## config.mk

```make
export PLATFORM = sky130hd
export DESIGN_NAME = callret_seq
export DESIGN_NICKNAME = d
export VERILOG_FILES = /design/src/rtl/callret_pkg.sv /design/src/rtl/callret_decode.sv /design/src/rtl/callret_sp.sv /design/src/rtl/callret_pc.sv /design/src/rtl/callret_seq.sv
export SDC_FILE = /design/constraint.sdc
export NUM_CORES = 1
export LEC_CHECK = 0
export BUFFER_PORTS_ARGS = -buffer_cell sky130_fd_sc_hd__buf_4
export CORE_MARGIN = 8
export CORE_UTILIZATION = 30
export CTS_CLUSTER_DIAMETER = 120
export DETAILED_ROUTE_END_ITERATION = 10
export SLEW_MARGIN = 20
export SYNTH_ARGS = -nofsm -noshare
export SYNTH_HDL_FRONTEND = slang
export SYNTH_HIERARCHICAL = 1
export SYNTH_SLANG_ARGS = --single-unit
export TNS_END_PERCENT = 20
```

## constraint.sdc

```tcl
create_clock -name clk -period 4.1 [get_ports clk]
set_input_delay 0.82 -clock clk [delete_from_list [all_inputs] [get_ports clk]]
set_output_delay 0.82 -clock clk [all_outputs]
set_load 0.05 [all_outputs]
```

## src/rtl/callret_pkg.sv

```systemverilog
package callret_pkg;

  typedef enum logic [3:0] {
    S_FETCH,
    S_TGT_LO,
    S_TGT_HI,
    S_JOIN,
    S_PUSH_HI,
    S_PUSH_LO,
    S_JUMP,
    S_POP_LO,
    S_POP_HI,
    S_RJOIN,
    S_RLOAD,
    S_RINC,
    S_FLAG,
    S_SKIP
  } seq_state_e;

  typedef enum logic [1:0] {
    K_CALL,
    K_RET,
    K_FLAG,
    K_OTHER
  } op_kind_e;

  localparam logic [7:0] OP_CALL = 8'h20;
  localparam logic [7:0] OP_RET  = 8'h60;
  localparam logic [7:0] OP_SETC = 8'h38;
  localparam logic [7:0] OP_CLRC = 8'h18;

endpackage

```

## src/rtl/callret_decode.sv

```systemverilog
module callret_decode
  import callret_pkg::*;
#(
  parameter int OPC_W = 8
) (
  input  logic [OPC_W-1:0] opcode,
  output op_kind_e         kind,
  output logic             flag_val
);

  always_comb begin
    kind     = K_OTHER;
    flag_val = 1'b0;
    case (opcode)
      OP_CALL: kind = K_CALL;
      OP_RET:  kind = K_RET;
      OP_SETC: begin
        kind     = K_FLAG;
        flag_val = 1'b1;
      end
      OP_CLRC: kind = K_FLAG;
      default: kind = K_OTHER;
    endcase
  end

endmodule

```

## src/rtl/callret_sp.sv

```systemverilog
module callret_sp #(
  parameter int              SP_W   = 8,
  parameter logic [SP_W-1:0] RST_SP = '1
) (
  input  logic            clk,
  input  logic            rst_n,
  input  logic            dec_en,
  input  logic            inc_en,
  output logic [SP_W-1:0] sp,
  output logic [SP_W-1:0] sp_next_up
);

  logic [SP_W-1:0] sp_q;

  assign sp         = sp_q;
  assign sp_next_up = sp_q + SP_W'(1);

  always_ff @(posedge clk) begin
    if (!rst_n)      sp_q <= RST_SP;
    else if (dec_en) sp_q <= sp_q - SP_W'(1);
    else if (inc_en) sp_q <= sp_next_up;
  end

  AST_SP_ONE_WAY: assert property (@(posedge clk) disable iff (!rst_n)
    !(dec_en && inc_en));

endmodule

```

## src/rtl/callret_pc.sv

```systemverilog
module callret_pc #(
  parameter int              PC_W   = 16,
  parameter logic [PC_W-1:0] RST_PC = '0
) (
  input  logic            clk,
  input  logic            rst_n,
  input  logic            inc_en,
  input  logic            load_en,
  input  logic [PC_W-1:0] load_val,
  output logic [PC_W-1:0] pc
);

  logic [PC_W-1:0] pc_q;

  assign pc = pc_q;

  always_ff @(posedge clk) begin
    if (!rst_n)       pc_q <= RST_PC;
    else if (load_en) pc_q <= load_val;
    else if (inc_en)  pc_q <= pc_q + PC_W'(1);
  end

  AST_PC_ONE_CMD: assert property (@(posedge clk) disable iff (!rst_n)
    !(load_en && inc_en));

endmodule

```

## src/rtl/callret_seq.sv

```systemverilog
module callret_seq
  import callret_pkg::*;
#(
  parameter int               DATA_W     = 8,
  parameter logic [15:0]      RST_PC     = 16'h0000,
  parameter logic [7:0]       RST_SP     = 8'hFF,
  parameter logic [7:0]       STACK_PAGE = 8'h01
) (
  input  logic        clk,
  input  logic        rst_n,
  output logic        mem_valid,
  input  logic        mem_ready,
  output logic        mem_we,
  output logic [15:0] mem_addr,
  output logic [7:0]  mem_wdata,
  input  logic [7:0]  mem_rdata,
  output logic [15:0] pc,
  output logic [7:0]  sp,
  output logic        carry,
  output logic        instr_done
);

  localparam int ADDR_W = 2 * DATA_W;

  seq_state_e        st_q, st_nxt;
  op_kind_e          dec_kind;
  logic              dec_flag;
  logic              flag_val_q;
  logic              carry_q;
  logic [DATA_W-1:0] lo_q, hi_q;
  logic [ADDR_W-1:0] tgt_q;
  logic              sp_dec, sp_inc;
  logic              pc_inc, pc_load;
  logic [DATA_W-1:0] sp_up;
  logic              xfer;

  callret_decode #(.OPC_W(DATA_W)) u_decode (
    .opcode   (mem_rdata),
    .kind     (dec_kind),
    .flag_val (dec_flag)
  );

  callret_sp #(.SP_W(DATA_W), .RST_SP(RST_SP)) u_sp (
    .clk        (clk),
    .rst_n      (rst_n),
    .dec_en     (sp_dec),
    .inc_en     (sp_inc),
    .sp         (sp),
    .sp_next_up (sp_up)
  );

  callret_pc #(.PC_W(ADDR_W), .RST_PC(RST_PC)) u_pc (
    .clk      (clk),
    .rst_n    (rst_n),
    .inc_en   (pc_inc),
    .load_en  (pc_load),
    .load_val (tgt_q),
    .pc       (pc)
  );

  assign xfer  = mem_valid && mem_ready;
  assign carry = carry_q;

  always_comb begin
    st_nxt     = st_q;
    mem_valid  = 1'b0;
    mem_we     = 1'b0;
    mem_addr   = pc;
    mem_wdata  = '0;
    sp_dec     = 1'b0;
    sp_inc     = 1'b0;
    pc_inc     = 1'b0;
    pc_load    = 1'b0;
    instr_done = 1'b0;
    case (st_q)
      S_FETCH: begin
        mem_valid = 1'b1;
        if (mem_ready) begin
          pc_inc = 1'b1;
          case (dec_kind)
            K_CALL:  st_nxt = S_TGT_LO;
            K_RET:   st_nxt = S_POP_LO;
            K_FLAG:  st_nxt = S_FLAG;
            default: st_nxt = S_SKIP;
          endcase
        end
      end
      S_TGT_LO: begin
        mem_valid = 1'b1;
        if (mem_ready) begin
          pc_inc = 1'b1;
          st_nxt = S_TGT_HI;
        end
      end
      S_TGT_HI: begin
        mem_valid = 1'b1;
        if (mem_ready) st_nxt = S_JOIN;
      end
      S_JOIN: st_nxt = S_PUSH_HI;
      S_PUSH_HI: begin
        mem_valid = 1'b1;
        mem_we    = 1'b1;
        mem_addr  = {STACK_PAGE, sp};
        mem_wdata = pc[15:8];
        if (mem_ready) begin
          sp_dec = 1'b1;
          st_nxt = S_PUSH_LO;
        end
      end
      S_PUSH_LO: begin
        mem_valid = 1'b1;
        mem_we    = 1'b1;
        mem_addr  = {STACK_PAGE, sp};
        mem_wdata = pc[7:0];
        if (mem_ready) begin
          sp_dec = 1'b1;
          st_nxt = S_JUMP;
        end
      end
      S_JUMP: begin
        pc_load    = 1'b1;
        instr_done = 1'b1;
        st_nxt     = S_FETCH;
      end
      S_POP_LO: begin
        mem_valid = 1'b1;
        mem_addr  = {STACK_PAGE, sp_up};
        if (mem_ready) begin
          sp_inc = 1'b1;
          st_nxt = S_POP_HI;
        end
      end
      S_POP_HI: begin
        mem_valid = 1'b1;
        mem_addr  = {STACK_PAGE, sp_up};
        if (mem_ready) begin
          sp_inc = 1'b1;
          st_nxt = S_RJOIN;
        end
      end
      S_RJOIN: st_nxt = S_RLOAD;
      S_RLOAD: begin
        pc_load = 1'b1;
        st_nxt  = S_RINC;
      end
      S_RINC: begin
        pc_inc     = 1'b1;
        instr_done = 1'b1;
        st_nxt     = S_FETCH;
      end
      S_FLAG: begin
        instr_done = 1'b1;
        st_nxt     = S_FETCH;
      end
      S_SKIP: begin
        instr_done = 1'b1;
        st_nxt     = S_FETCH;
      end
      default: st_nxt = S_FETCH;
    endcase
  end

  always_ff @(posedge clk) begin
    if (!rst_n) begin
      st_q       <= S_FETCH;
      flag_val_q <= 1'b0;
      carry_q    <= 1'b0;
      lo_q       <= '0;
      hi_q       <= '0;
      tgt_q      <= '0;
    end else begin
      st_q <= st_nxt;
      if (st_q == S_FETCH && xfer) flag_val_q <= dec_flag;
      if ((st_q == S_TGT_LO || st_q == S_POP_LO) && xfer) lo_q <= mem_rdata;
      if ((st_q == S_TGT_HI || st_q == S_POP_HI) && xfer) hi_q <= mem_rdata;
      if (st_q == S_JOIN || st_q == S_RJOIN) tgt_q <= {hi_q, lo_q};
      if (st_q == S_FLAG) carry_q <= flag_val_q;
    end
  end

  AST_STALL_HOLD: assert property (@(posedge clk) disable iff (!rst_n)
    (mem_valid && !mem_ready) |=> (mem_valid && $stable(mem_addr) && $stable(mem_we) && $stable(mem_wdata)));

  AST_STALL_FREEZE: assert property (@(posedge clk) disable iff (!rst_n)
    (mem_valid && !mem_ready) |=> ($stable(pc) && $stable(sp)));

  AST_STACK_PAGE: assert property (@(posedge clk) disable iff (!rst_n)
    mem_we |-> (mem_addr[15:8] == STACK_PAGE));

  AST_PUSH_STEP: assert property (@(posedge clk) disable iff (!rst_n)
    (mem_valid && mem_ready && mem_we) |=> (sp == $past(sp) - 8'd1));

  AST_JUMP_TARGET: assert property (@(posedge clk) disable iff (!rst_n)
    (st_q == S_JUMP) |=> (pc == $past(tgt_q)));

  AST_RET_RESUME: assert property (@(posedge clk) disable iff (!rst_n)
    (st_q == S_RINC) |=> (pc == $past(tgt_q) + 16'd1));

  AST_DONE_QUIET: assert property (@(posedge clk) disable iff (!rst_n)
    instr_done |-> !mem_valid);

  AST_CARRY_SOURCE: assert property (@(posedge clk) disable iff (!rst_n)
    (carry != $past(carry)) |-> $past(st_q == S_FLAG));

endmodule

```

==> flow_summary.json <==
{
  "status": "completed",
  "port_buffers": 62,
  "cts_resized": 0,
  "required_ps": 3280,
  "gp_congestion": 0.782,
  "num_rows": 40,
  "root_buffer": "clkbuf_16",
  "sw_frac_of_total": 0.495,
  "synthDistinctLibCells": 62,
  "syn_inst": 414,
  "coreArea_um2": 11900,
  "critPathTopFamily": "compound AO/OA/AOI/OAI gates",
  "areaGrowthSynthToFinish_pct": 21.6,
  "wl_per_cell_um": 16.0,
  "seq_area_frac_synth": 0.341,
  "critPathMaxStageDelay_ps": 710,
  "dieArea_um2": 15900,
  "criticalPathCategory": "register to output port",
  "fin_nets": 472,
  "post-route-util": 0.371,
  "clkLatencyLatePin_ps": 330,
  "synth_area_per_cell_um2": 8.79,
  "synth_flop_cell": "dfxtp_1",
  "power_switching_mw": 1.93,
  "rsz0062_at_grt": "no",
  "cp.arrival_ps": 2470,
  "finalSetupViolCount": 0,
  "crit_chain": "nand2b_1, a31oi_2, a222oi_1, inv_1, buf_4",
  "synthArstFlopShare": 0,
  "initial_utilization": 0.305,
  "setup_tns_ps": 0,
  "grt_max_degree": 65,
  "synth_common_cells": "dfxtp_1 (62), nand2_1 (56), mux2i_1 (28), nor2b_1 (22), xnor2_1 (19)",
  "postCtsSetupBuffers": 0,
  "drc": 0,
  "power_frac_seq": 0.258,
  "drt_iter0_markers": 233,
  "cell_internal_pwr_mw": 1.96,
  "postRouteAntennaNets": 0,
  "ys_warn_count": 6,
  "syn_area_um2": 3640,
  "die_width_um": 126,
  "ios": 63,
  "cts_sinks": 62,
  "worstPathBufferInverterCount": 2,
  "finalMaxSlewViolations": 0,
  "synth_area_leaders": "dfxtp_1 (34%), mux2i_1 (7.7%), nand2_1 (5.8%)",
  "cts_hold_buffers": 0,
  "clockBufferDepth": 2,
  "p_per_area_nw_per_um2": 879,
  "viasPerCell": 4.98,
  "clock.fmax_mhz": 304,
  "grt_use_total": 0.120,
  "yosysMostFrequentCell": "dfxtp_1",
  "cts_tree": "done",
  "antenna_found_initial": 0,
  "routed_wl_um": 9750,
  "slew_headroom": 0.322,
  "grt_pass1_vias": 2886,
  "dr.pass1.iters": 5,
  "pwr-share-comb": 0.548,
  "period_minus_slack_ps": 3290,
  "synth_top_area_cell": "dfxtp_1",
  "overflow": 0,
  "synth-edff-count": 0,
  "grt_pass1_wl_um": 15600,
  "worst_pin_slew_ps": 1010,
  "synth_top_area_frac": 0.341,
  "numCtsBuffers": 9,
  "clk_pin_slew_worst_paths_ps": 60,
  "fin_skew_ps": 6.04,
  "die_h_um": 126,
  "hpwl_um": 7180,
  "hold_path_class": "register to register",
  "crit_slowest_cell": "dfxtp_1",
  "critical_path.max_fanout": 18,
  "syn_nets": 428,
  "drive_above_1_share": 0.231,
  "ir_drop_mv": 0.331,
  "p_leak_nw": 1.83,
  "start_kind": "register",
  "htreeDepth": 3,
  "end_kind": "output port",
  "pwr-share-clk": 0.194,
  "max_cap_viol_count": 0,
  "finalCritPeriodShare": 0.803,
  "hold_viol_final": 0,
  "diodes": 0,
  "vias": 3040,
  "ys_ff_latch": 62
}
## worst paths after layout
check / start / endpoint / slack [ps] / cells after the start
max: st_q[1] / mem_addr[3] / 810 / 5
min: tgt_q[13] / tgt_q[13] / 450 / 2
max reg2reg: st_q[3] / u_pc/pc[15] / 1480 / 7
min reg2reg: tgt_q[13] / tgt_q[13] / 450 / 2
## power by group through the flow
stage                     clock network [mW]  logic, mW  registers [mW]
after floorplan                            0       1.53            1.12
after global placement                     0       2.11            1.01
after detailed placement                   0       2.13            1.02
after CTS                              0.774       2.14            1.01
after global routing                   0.805       2.26            1.04
final                                  0.754       2.13            1.01
## flip-flops by register name, summed over array words and instances (netlist names)
signal,cells
flag_val_q,1
tgt_q,16
u_pc/pc,16
st_q,4
hi_q,8
carry,1
lo_q,8
u_sp/sp,8
## metal layers
layer  vias up  wire [um]  track usage
li1       1529          -            -
met1      1410       4700        0.159
met2        94       4270        0.179
met3         7        689       0.0409
met4         0         93       0.0389
met5         -          0            0
## metrics by stage
stage                     hold slack [ps]  area, um^2  power, mW  setup WS, ps  std cells
after detailed placement              446        4130       3.15          1180        594
after floorplan                       430        3640       2.65          1310        414
after global placement                442        4130       3.12          1340        594
after global routing                  471        4420       4.10           648        610
final                                 450        4420       3.89           809        610
after CTS                             454        4420       3.92           825        610
## layout by cell type, fill, tap and decap left out, types with 9 or more instances in the layout
cell type / n
a21boi_1: 10
a21oi_1: 15
buf_4: 63
clkbuf_16: 9
dfxtp_1: 62
inv_1: 18
mux2i_1: 28
nand2_1: 56
nand3_1: 9
nor2_1: 16
nor2b_1: 22
o21ai_0: 17
xnor2_1: 19
xor2_1: 10
## layout make-up
cell class,instances,area (um^2)
fill,1254,7490
multi-input combinational,303,2160
sequential,62,1240
timing repair buffer,63,473
clock buffer,9,225
tap,147,184
clock inverter,7,73.8
inverter,19,71.3
## tightest hold or removal path, stage by stage (launching register included)
cell and delay [ps]:
dfxtp_1 300, nand2_1 50, a21boi_1 50
## cells by family (layout without fill, tap and decap cells)
logic type / count (synthesis) / in the layout / synth area share
DFF: 62 / 62 / 0.341
buffers and inverters: 49 / 98 / 0.0664
adders and majority gates: 3 / 3 / 0.0103
and+or+nand+nor: 159 / 159 / 0.260
muxes: 31 / 31 / 0.0884
xor gates and xnor gates: 29 / 29 / 0.0698
AOI/OAI and AO/OA: 81 / 81 / 0.164
(Power assumes the default switching activity.)
